**config.mk**
```make
export PLATFORM = sky130hd
export DESIGN_NAME = lvd_status_filter
export DESIGN_NICKNAME = d
export VERILOG_FILES = /design/src/rtl/lvd_pkg.sv /design/src/rtl/lvd_rst_sync.sv /design/src/rtl/lvd_sync.sv /design/src/rtl/lvd_qual.sv /design/src/rtl/lvd_status_filter.sv
export SDC_FILE = /design/constraint.sdc
export NUM_CORES = 1
export LEC_CHECK = 0
export BUFFER_PORTS_ARGS = -buffer_cell sky130_fd_sc_hd__buf_2
export CORE_ASPECT_RATIO = 0.9
export CORE_MARGIN = 5
export CORE_UTILIZATION = 32
export DETAILED_ROUTE_END_ITERATION = 8
export PLACE_DENSITY = 0.68
export SYNTH_ARGS = -nofsm -noshare
export SYNTH_HDL_FRONTEND = slang
export SYNTH_SLANG_ARGS = --single-unit
```
**constraint.sdc**
```tcl
create_clock -name clk -period 0.8 [get_ports clk]
set_input_delay 0.12 -clock clk [delete_from_list [all_inputs] [get_ports clk]]
set_output_delay 0.12 -clock clk [all_outputs]
set_load 0.01 [all_outputs]
```
**src/rtl/lvd_pkg.sv**
```systemverilog
package lvd_pkg;
  localparam int unsigned LVD_QUAL_CNT    = 36;
  localparam int unsigned LVD_SYNC_STAGES = 2;
  localparam int unsigned LVD_BYTE_W      = 8;
  localparam int unsigned LVD_FLAG_BIT    = 7;

  typedef enum logic [1:0] {
    SUP_BAND = 2'b00,
    SUP_LOW  = 2'b01,
    SUP_HIGH = 2'b10
  } sup_lvl_e;
endpackage

```
**src/rtl/lvd_rst_sync.sv**
```systemverilog
module lvd_rst_sync (
  input  logic clk,
  input  logic rst_n,
  output logic rst_sync_n
);
  logic [1:0] sh_q;

  always_ff @(posedge clk or negedge rst_n) begin
    if (!rst_n) sh_q <= 2'b00;
    else        sh_q <= {sh_q[0], 1'b1};
  end

  assign rst_sync_n = sh_q[1];
endmodule

```
**src/rtl/lvd_sync.sv**
```systemverilog
module lvd_sync #(
  parameter int unsigned WIDTH  = 2,
  parameter int unsigned STAGES = 2
) (
  input  logic             clk,
  input  logic             rst_n,
  input  logic [WIDTH-1:0] d_i,
  output logic [WIDTH-1:0] q_o
);
  logic [WIDTH-1:0] stg_q [STAGES];

  for (genvar s = 0; s < STAGES; s++) begin : g_stage
    logic [WIDTH-1:0] stg_d;
    if (s == 0) begin : g_first
      assign stg_d = d_i;
    end else begin : g_next
      assign stg_d = stg_q[s-1];
    end
    always_ff @(posedge clk or negedge rst_n) begin
      if (!rst_n) stg_q[s] <= '0;
      else        stg_q[s] <= stg_d;
    end
  end

  assign q_o = stg_q[STAGES-1];
endmodule

```
**src/rtl/lvd_qual.sv**
```systemverilog
module lvd_qual
  import lvd_pkg::*;
#(
  parameter int unsigned QUAL_CNT = LVD_QUAL_CNT
) (
  input  logic     clk,
  input  logic     rst_n,
  input  sup_lvl_e lvl_i,
  input  logic     active_i,
  output logic     flag_o
);
  localparam int unsigned CW = $clog2(QUAL_CNT + 1);
  localparam logic [CW-1:0] LAST = CW'(QUAL_CNT - 1);

  logic [CW-1:0] cnt_q, cnt_d;
  logic          flag_q, flag_d;
  logic          cnt_en, flag_en;

  always_comb begin
    cnt_d   = '0;
    flag_d  = flag_q;
    cnt_en  = 1'b1;
    flag_en = 1'b0;
    if (active_i) begin
      unique case (lvl_i)
        SUP_HIGH: begin
          flag_d  = 1'b0;
          flag_en = 1'b1;
        end
        SUP_LOW: begin
          if (cnt_q == LAST) begin
            cnt_d   = cnt_q;
            flag_d  = 1'b1;
            flag_en = 1'b1;
          end else begin
            cnt_d = cnt_q + 1'b1;
          end
        end
        default: ;
      endcase
    end
  end

  always_ff @(posedge clk or negedge rst_n) begin
    if (!rst_n) begin
      cnt_q  <= '0;
      flag_q <= 1'b0;
    end else begin
      if (cnt_en)  cnt_q  <= cnt_d;
      if (flag_en) flag_q <= flag_d;
    end
  end

  assign flag_o = flag_q;

  // Independent run-length observer used only by the checks below.
  logic [5:0] run_q;
  always_ff @(posedge clk or negedge rst_n) begin
    if (!rst_n)                              run_q <= '0;
    else if (active_i && lvl_i == SUP_LOW)   run_q <= (run_q == 6'd63) ? run_q : run_q + 1'b1;
    else                                     run_q <= '0;
  end

  a_r1_window: assert property (@(posedge clk) disable iff (!rst_n)
    $rose(flag_q) |-> (run_q >= 6'd32 && run_q <= 6'd40));
  a_r3_long_low: assert property (@(posedge clk) disable iff (!rst_n)
    (run_q > 6'd40) |-> flag_q);
  a_r4_clear_high: assert property (@(posedge clk) disable iff (!rst_n)
    (active_i && lvl_i == SUP_HIGH) |=> !flag_q);
  a_r5_band_hold: assert property (@(posedge clk) disable iff (!rst_n)
    (active_i && lvl_i == SUP_BAND) |=> $stable(flag_q));
  a_r10_idle_hold: assert property (@(posedge clk) disable iff (!rst_n)
    !active_i |=> ($stable(flag_q) && cnt_q == '0));
endmodule

```
**src/rtl/lvd_status_filter.sv**
```systemverilog
module lvd_status_filter
  import lvd_pkg::*;
(
  input  logic       clk,
  input  logic       rst_n,
  input  logic       below_fall_i,
  input  logic       above_rise_i,
  input  logic       wait_i,
  input  logic       pwr_en_i,
  input  logic       rst_en_i,
  input  logic       bus_sel_i,
  input  logic       bus_wr_i,
  input  logic [7:0] bus_wdata_i,
  output logic [7:0] bus_rdata_o,
  output logic       rst_req_o,
  output logic       irq_o
);
  logic       rst_sync_n;
  logic [1:0] cmp_s;
  sup_lvl_e   lvl;
  logic       active;
  logic       flag;
  logic       rd_en;
  logic [7:0] wdata_unused;

  lvd_rst_sync i_rst (.clk(clk), .rst_n(rst_n), .rst_sync_n(rst_sync_n));

  lvd_sync #(.WIDTH(2), .STAGES(LVD_SYNC_STAGES)) i_sync (
    .clk  (clk),
    .rst_n(rst_sync_n),
    .d_i  ({above_rise_i, below_fall_i}),
    .q_o  (cmp_s)
  );

  always_comb begin
    if (cmp_s[1])      lvl = SUP_HIGH;
    else if (cmp_s[0]) lvl = SUP_LOW;
    else               lvl = SUP_BAND;
  end

  assign active = !(wait_i && !pwr_en_i);

  lvd_qual #(.QUAL_CNT(LVD_QUAL_CNT)) i_qual (
    .clk     (clk),
    .rst_n   (rst_sync_n),
    .lvl_i   (lvl),
    .active_i(active),
    .flag_o  (flag)
  );

  assign rd_en        = bus_sel_i && !bus_wr_i;
  assign wdata_unused = bus_wdata_i;

  always_comb begin
    bus_rdata_o = '0;
    if (rd_en) bus_rdata_o[LVD_FLAG_BIT] = flag;
  end

  assign rst_req_o = flag && rst_en_i && active;
  assign irq_o     = 1'b0;

  a_r6_reserved_zero: assert property (@(posedge clk) disable iff (!rst_sync_n)
    bus_rdata_o[6:0] == 7'd0);
  a_r9_req_gate: assert property (@(posedge clk) disable iff (!rst_sync_n)
    rst_req_o |-> (rst_en_i && !(wait_i && !pwr_en_i)));
  a_r8_no_irq: assert property (@(posedge clk) disable iff (!rst_sync_n)
    !irq_o);
endmodule

```
After elaboration in Yosys (flattened, before gate mapping):

Cells that the tools add are included.

* flip-flop bits (word level): 13
* RAM bits: 0
* output and inout port bits: 10
* bits of input ports: 17
* bits in latches: 0
* memories kept: 0
* ROM bits: 0
* word-level logic and storage cells: 32

* bitwise logic cells: 1
* shifts and indexed selects: 0
* muxes and demuxes: 11
* reductions and logical operators: 9
* $mul: 0
* div/mod/pow operators: 0
* equality and inequality tests: 5
* order comparisons: 0
* add/subtract/negate cells: 1

Operators by type and width (count)
* 6-bit 2-to-1 mux: 3
* 6-bit by 1-bit adder with 6-bit output, second input constant: 1
* 6-bit == test, second input constant: 1
* 1-bit 2-to-1 mux: 5
* 1-bit logical AND: 4
* 1-bit one-hot mux with 2 select lines: 2
* 4-bit AND reduction: 1
* 1-bit zero test: 3
* 3-bit != test, second input constant: 1
* 2-bit by 1-bit == test with 1-bit output, second input constant: 1
* 2-bit == test, second input constant: 1
* 2-bit 2-to-1 mux: 1
* 2-bit by 1-bit != test with 1-bit output, second input constant: 1
* 2-bit nonzero test: 1
* 1-bit NOT: 1

Longest topological paths before layout:

* word-level depth: 6
* depth in mapped cells: 4
* depth with buffers taken out: 4

By module:

Synthesis repeated with hierarchy kept, for this count alone.

* cell total of the unflattened synthesis: 60
* area, all modules: 653.1 µm²

Modules (own cells, without submodules)
* lvd_qual: cells each 39, area each 401.6 µm², seq. area each 175.2 µm², instances 1
* lvd_sync: cells each 4, area each 100.1 µm², seq. area each 100.1 µm², instances 1
* lvd_status_filter: cells each 14, area each 97.6 µm², seq. area each 0.0 µm², instances 1
* lvd_rst_sync: cells each 3, area each 53.8 µm², seq. area each 50.0 µm², instances 1

Worst setup path after synthesis:

OpenSTA, ideal clock, no wires.

* path kind: reg2reg
* start point: reg i_qual.cnt_q[0]
* end point: reg i_qual.flag_q (netlist: i_qual.flag_o)
* setup time: 0.125 ns
* cell stages (with the launch flop): 5
* slack: -0.373 ns
* clock period less this slack: 1.173 ns
* arrival: 1.048 ns
* cell sequence: dfrtp_1 -> ha_1 -> and2_1 -> a41oi_1 -> a21oi_1

* longest elaborated chain between the ends: 5
* elaborated cells between the ends (all ways): 6

RTL lines
* start, declared: line lvd_qual.sv:15 `logic [CW-1:0] cnt_q, cnt_d;`
* start signal, assigned: line lvd_qual.sv:49 `if (cnt_en) cnt_q <= cnt_d;`
* 6-bit == test (*): line lvd_qual.sv:31 `if (cnt_q == LAST) begin`
* 1-bit 2-to-1 mux: line lvd_qual.sv:31
* 1-bit one-hot mux with 2 select lines: line lvd_qual.sv:25 `unique case (lvl_i)`
* 1-bit 2-to-1 mux: line lvd_qual.sv:24 `if (active_i) begin`
* 4-bit AND reduction (no line) (*)
* end signal, assigned: line lvd_qual.sv:50 `if (flag_en) flag_q <= flag_d;`
* end, declared: line lvd_qual.sv:16 `logic flag_q, flag_d;`

Mark *: on every way between the ends. The rest lies on a longest branch, timed or not.
A chain may end at the register's enable or synchronous reset.

Worst setup path in the final report:

* start point: reg i_qual.cnt_q[1]
* end point: reg i_qual.cnt_q[5]

* longest elaborated chain between the ends: 4
* elaborated cells between the ends (all ways): 6

RTL lines
* 6-bit by 1-bit adder with 6-bit output: line lvd_qual.sv:36 `cnt_d = cnt_q + 1'b1;`
* 6-bit 2-to-1 mux: line lvd_qual.sv:31
* 6-bit 2-to-1 mux: line lvd_qual.sv:25
* 6-bit 2-to-1 mux: line lvd_qual.sv:24

Several ways; a longest one is shown, not always the timed one. The select of a mux whose other input is x is not followed.

==> results.md <==
- CTS tree: built
- Placeable Area: 1700 µm²
- Global-route wire length before repair: 1700 µm
- Initial Utilization: 34.1%
- R2R Path End: i_qual.cnt_q[5]
- Iter 0 DRT Violations: 4
- Die X-Extent: 54.9 µm
- Number of routed nets with antenna violations: 0
- Status: finished, violations left
- Largest net degree at the start of global routing: 12
- Fill cell instance count of the final layout: 163
- Port Buffers: 10
- Synth area leaders: dfrtp_1 56%, buf_4 10%, xor2_1 3.0%, a21oi_1 2.6%, o21ai_0 2.6%
- CP Capture Point: i_qual.cnt_q[5]
- Seq/Total Area, Yosys: 56.2%
- Diode count: 0
- Leakage: 0.377 nW
- Hold Fails Final Rpt: 0
- Final Cycle Share: 143%
- CP max-delay cell: dfrtp_1
- Routed WL: 1060 µm
- CTS max path bufs: 2
- Max Freq: 875 MHz
- Die H: 50.4 µm
- Root Buffer Master: clkbuf_4
- Critical Path AT: 1.34 ns
- RD Place Congestion: 0.856
- Clock Latency Late Sink: 0.27 ns
- CTS buffer count: 3
- Setup crit end kind: register
- Biggest area consumer among synthesized cells: dfrtp_1
- Synth cell types: 23
- Critical path class: register to register
- Setup Skew: 0.00719 ns
- H-tree levels: 1
- Row cnt: 14
- Cells along the critical path: buf_6 -> nand3_2 -> or3_1 -> a21oi_1
- Final non-filler cell total: 100
- Reg2Reg Setup Slack: -0.34 ns
- Hpwl dp: 795 µm
- Grt total ovfl: 0
- Fin. max-slew vios: 0
- Die area: 2760 µm²
- Required @ worst endpoint: 1.00 ns
- Fin crit period: 1.14 ns
- DR vias: 430
- Critical Path Fanout Max: 3
- Worst-path clk slew: 0.08 ns
- RSZ-0062 raised after global routing: yes
- Maximum VDD drop: 0.000993 V
- Setup TNS: -2.51 ns
- Slowest stage delay, CP: 0.41 ns
- Vias in the first global route: 420
- Power per cell area: 1440 nW/µm²
- DR pass1 iterations: 4
- Max Cap Violations: 0
- Yosys warnings: 0
- Via-per-instance ratio: 4.30
- DR WL/cell: 10.6 µm
- Nets@finish: 95
- Final setup violating endpoints: 9
- Synth top area share: 56.2%
- Worst r2r src: i_qual.cnt_q[1]
- Synthesized area per cell: 11.4 µm²
- Final instance area: 817 µm²
- Layout area overhead: 41.0%
- Syn Inst Count: 51
- # IOs: 27
- Clk sink count: 13
- Startpoint Class: register
- #FFs+latches synth: 13
- Cell count after placement: 92
- Placement-stage cell area: 703 µm²
- Worst Setup SP: i_qual.cnt_q[1]
- Hold Crit Class: input port to async pin
- Initial antenna violation count: 0
- Failing checks: setup timing
- Layout cells sized above 1: 43.4%
- R2r worst-path depth: 4
- GRT Overall Usage: 8.55%
- Cell area after synthesis: 579 µm²
- Final worst slack: -0.343 ns
- # DRC: 0
[cell usage after synthesis]
cell	count
nor2_1	2
nand2b_1	1
and3b_1	1
nand4bb_1	1
buf_4	8
and2_1	1
ha_1	1
conb_1	2
or3_1	1
nand3b_1	1
xor2_1	2
xnor2_1	1
o21ai_0	3
a21oi_1	3
a211oi_1	1
nand3_1	2
nor3b_1	1
and3_1	1
nor3_1	2
nand3_2	1
dfrtp_1	13
a41oi_1	1
nand2_1	1
[layout make-up]
cell class                 count  area (µm²)  share of cell area [%]
timing repair buffer          22         151                    18.5
tap                           24        30.0                    3.68
multi-input combinational     37         283                    34.6
clock buffer                   3        22.5                    2.76
clock inverter                 1        5.00                   0.613
sequential                    13         325                    39.8
[registers in the layout (all words and copies together) (netlist names)]
signal / flops
i_qual.cnt_q: 6
i_sync.q_o: 2
i_qual.flag_o: 1
i_sync.g_stage.stg_d: 2
i_rst.sh_q: 2
[critical path, delay by kind of cell, from the launching register on]
kind | cells | cell delay [ns]
AO/OA/AOI/OAI | 1 | 0.13
buffers and inverters | 1 | 0.12
flip-flops | 1 | 0.41
AND/OR/NAND/NOR | 2 | 0.40
[per-stage QoR]
step | hold slack [ns] | worst slack (ns) | utilization [%] | power [mW]
2_1_floorplan | -0.176 | -0.282 | - | 0.767
3_3_place_gp | -0.0948 | -0.320 | 41.4 | 0.778
3_5_place_dp | -0.0942 | -0.391 | 41.4 | 0.779
4_1_cts | 0.138 | -0.350 | 47.6 | 1.20
5_1_grt | 0.148 | -0.392 | 48.1 | 1.25
6_report | 0.145 | -0.343 | 48.1 | 1.18
[cell families (layout without fill, tap and decap cells)]
family | Yosys count | in the layout | synth area share (%)
AO/OA/AOI/OAI | 8 | 8 | 7.99
XOR/XNOR | 3 | 3 | 4.54
adder cells (fa/ha/maj) | 1 | 1 | 2.16
buffers and inverters | 8 | 26 | 10.4
flip-flops | 13 | 13 | 56.2
other | 2 | 9 | 1.30
AND/OR/NAND/NOR | 16 | 16 | 17.5
[worst min path at each step]
| stage | endpoint | cells after the start |
|---|---|---|
| 2_1_floorplan | i_rst.sh_q[0] | 0 |
| 3_3_place_gp | i_rst.sh_q[0] | 1 |
| 3_5_place_dp | i_rst.sh_q[1] | 1 |
| 4_1_cts | i_rst.sh_q[1] | 2 |
| 5_1_grt | i_rst.sh_q[1] | 2 |
| 6_report | i_rst.sh_q[1] | 2 |
[cell usage in the layout, fill, tap and decap left out, types with 2 or more instances in the layout]
cell / netlist / layout
dfrtp_1: 13 / 13
buf_2: 0 / 10
conb_1: 2 / 9
buf_4: 8 / 8
a21oi_1: 3 / 3
clkbuf_4: 0 / 3
dlygate4sd3_1: 0 / 3
nand3_2: 1 / 2
nor3_2: 0 / 2
xor2_1: 2 / 2
nor2_1: 2 / 2
[power breakdown]
group          internal (mW)  switching, mW
clock network          0.185          0.207
registers              0.676         0.0205
logic                 0.0473         0.0418
total                  0.908          0.269
[per-layer routing]
metal	GRT usage, %	vias to the layer above	wire length, µm
li1	-	210	-
met1	11.2	208	440
met2	12.2	12	537
met3	4.44	0	79
met4	2.49	0	0
met5	0	-	0
[repair_timing]
action	CTS	global route
resized for setup	7	2
endpoints found under the setup margin	9	9
hold endpoints to repair	4	0
pin swaps	6	2
hold buffers	3	0
buffers inserted	1	0
(Power assumes the default switching activity.)
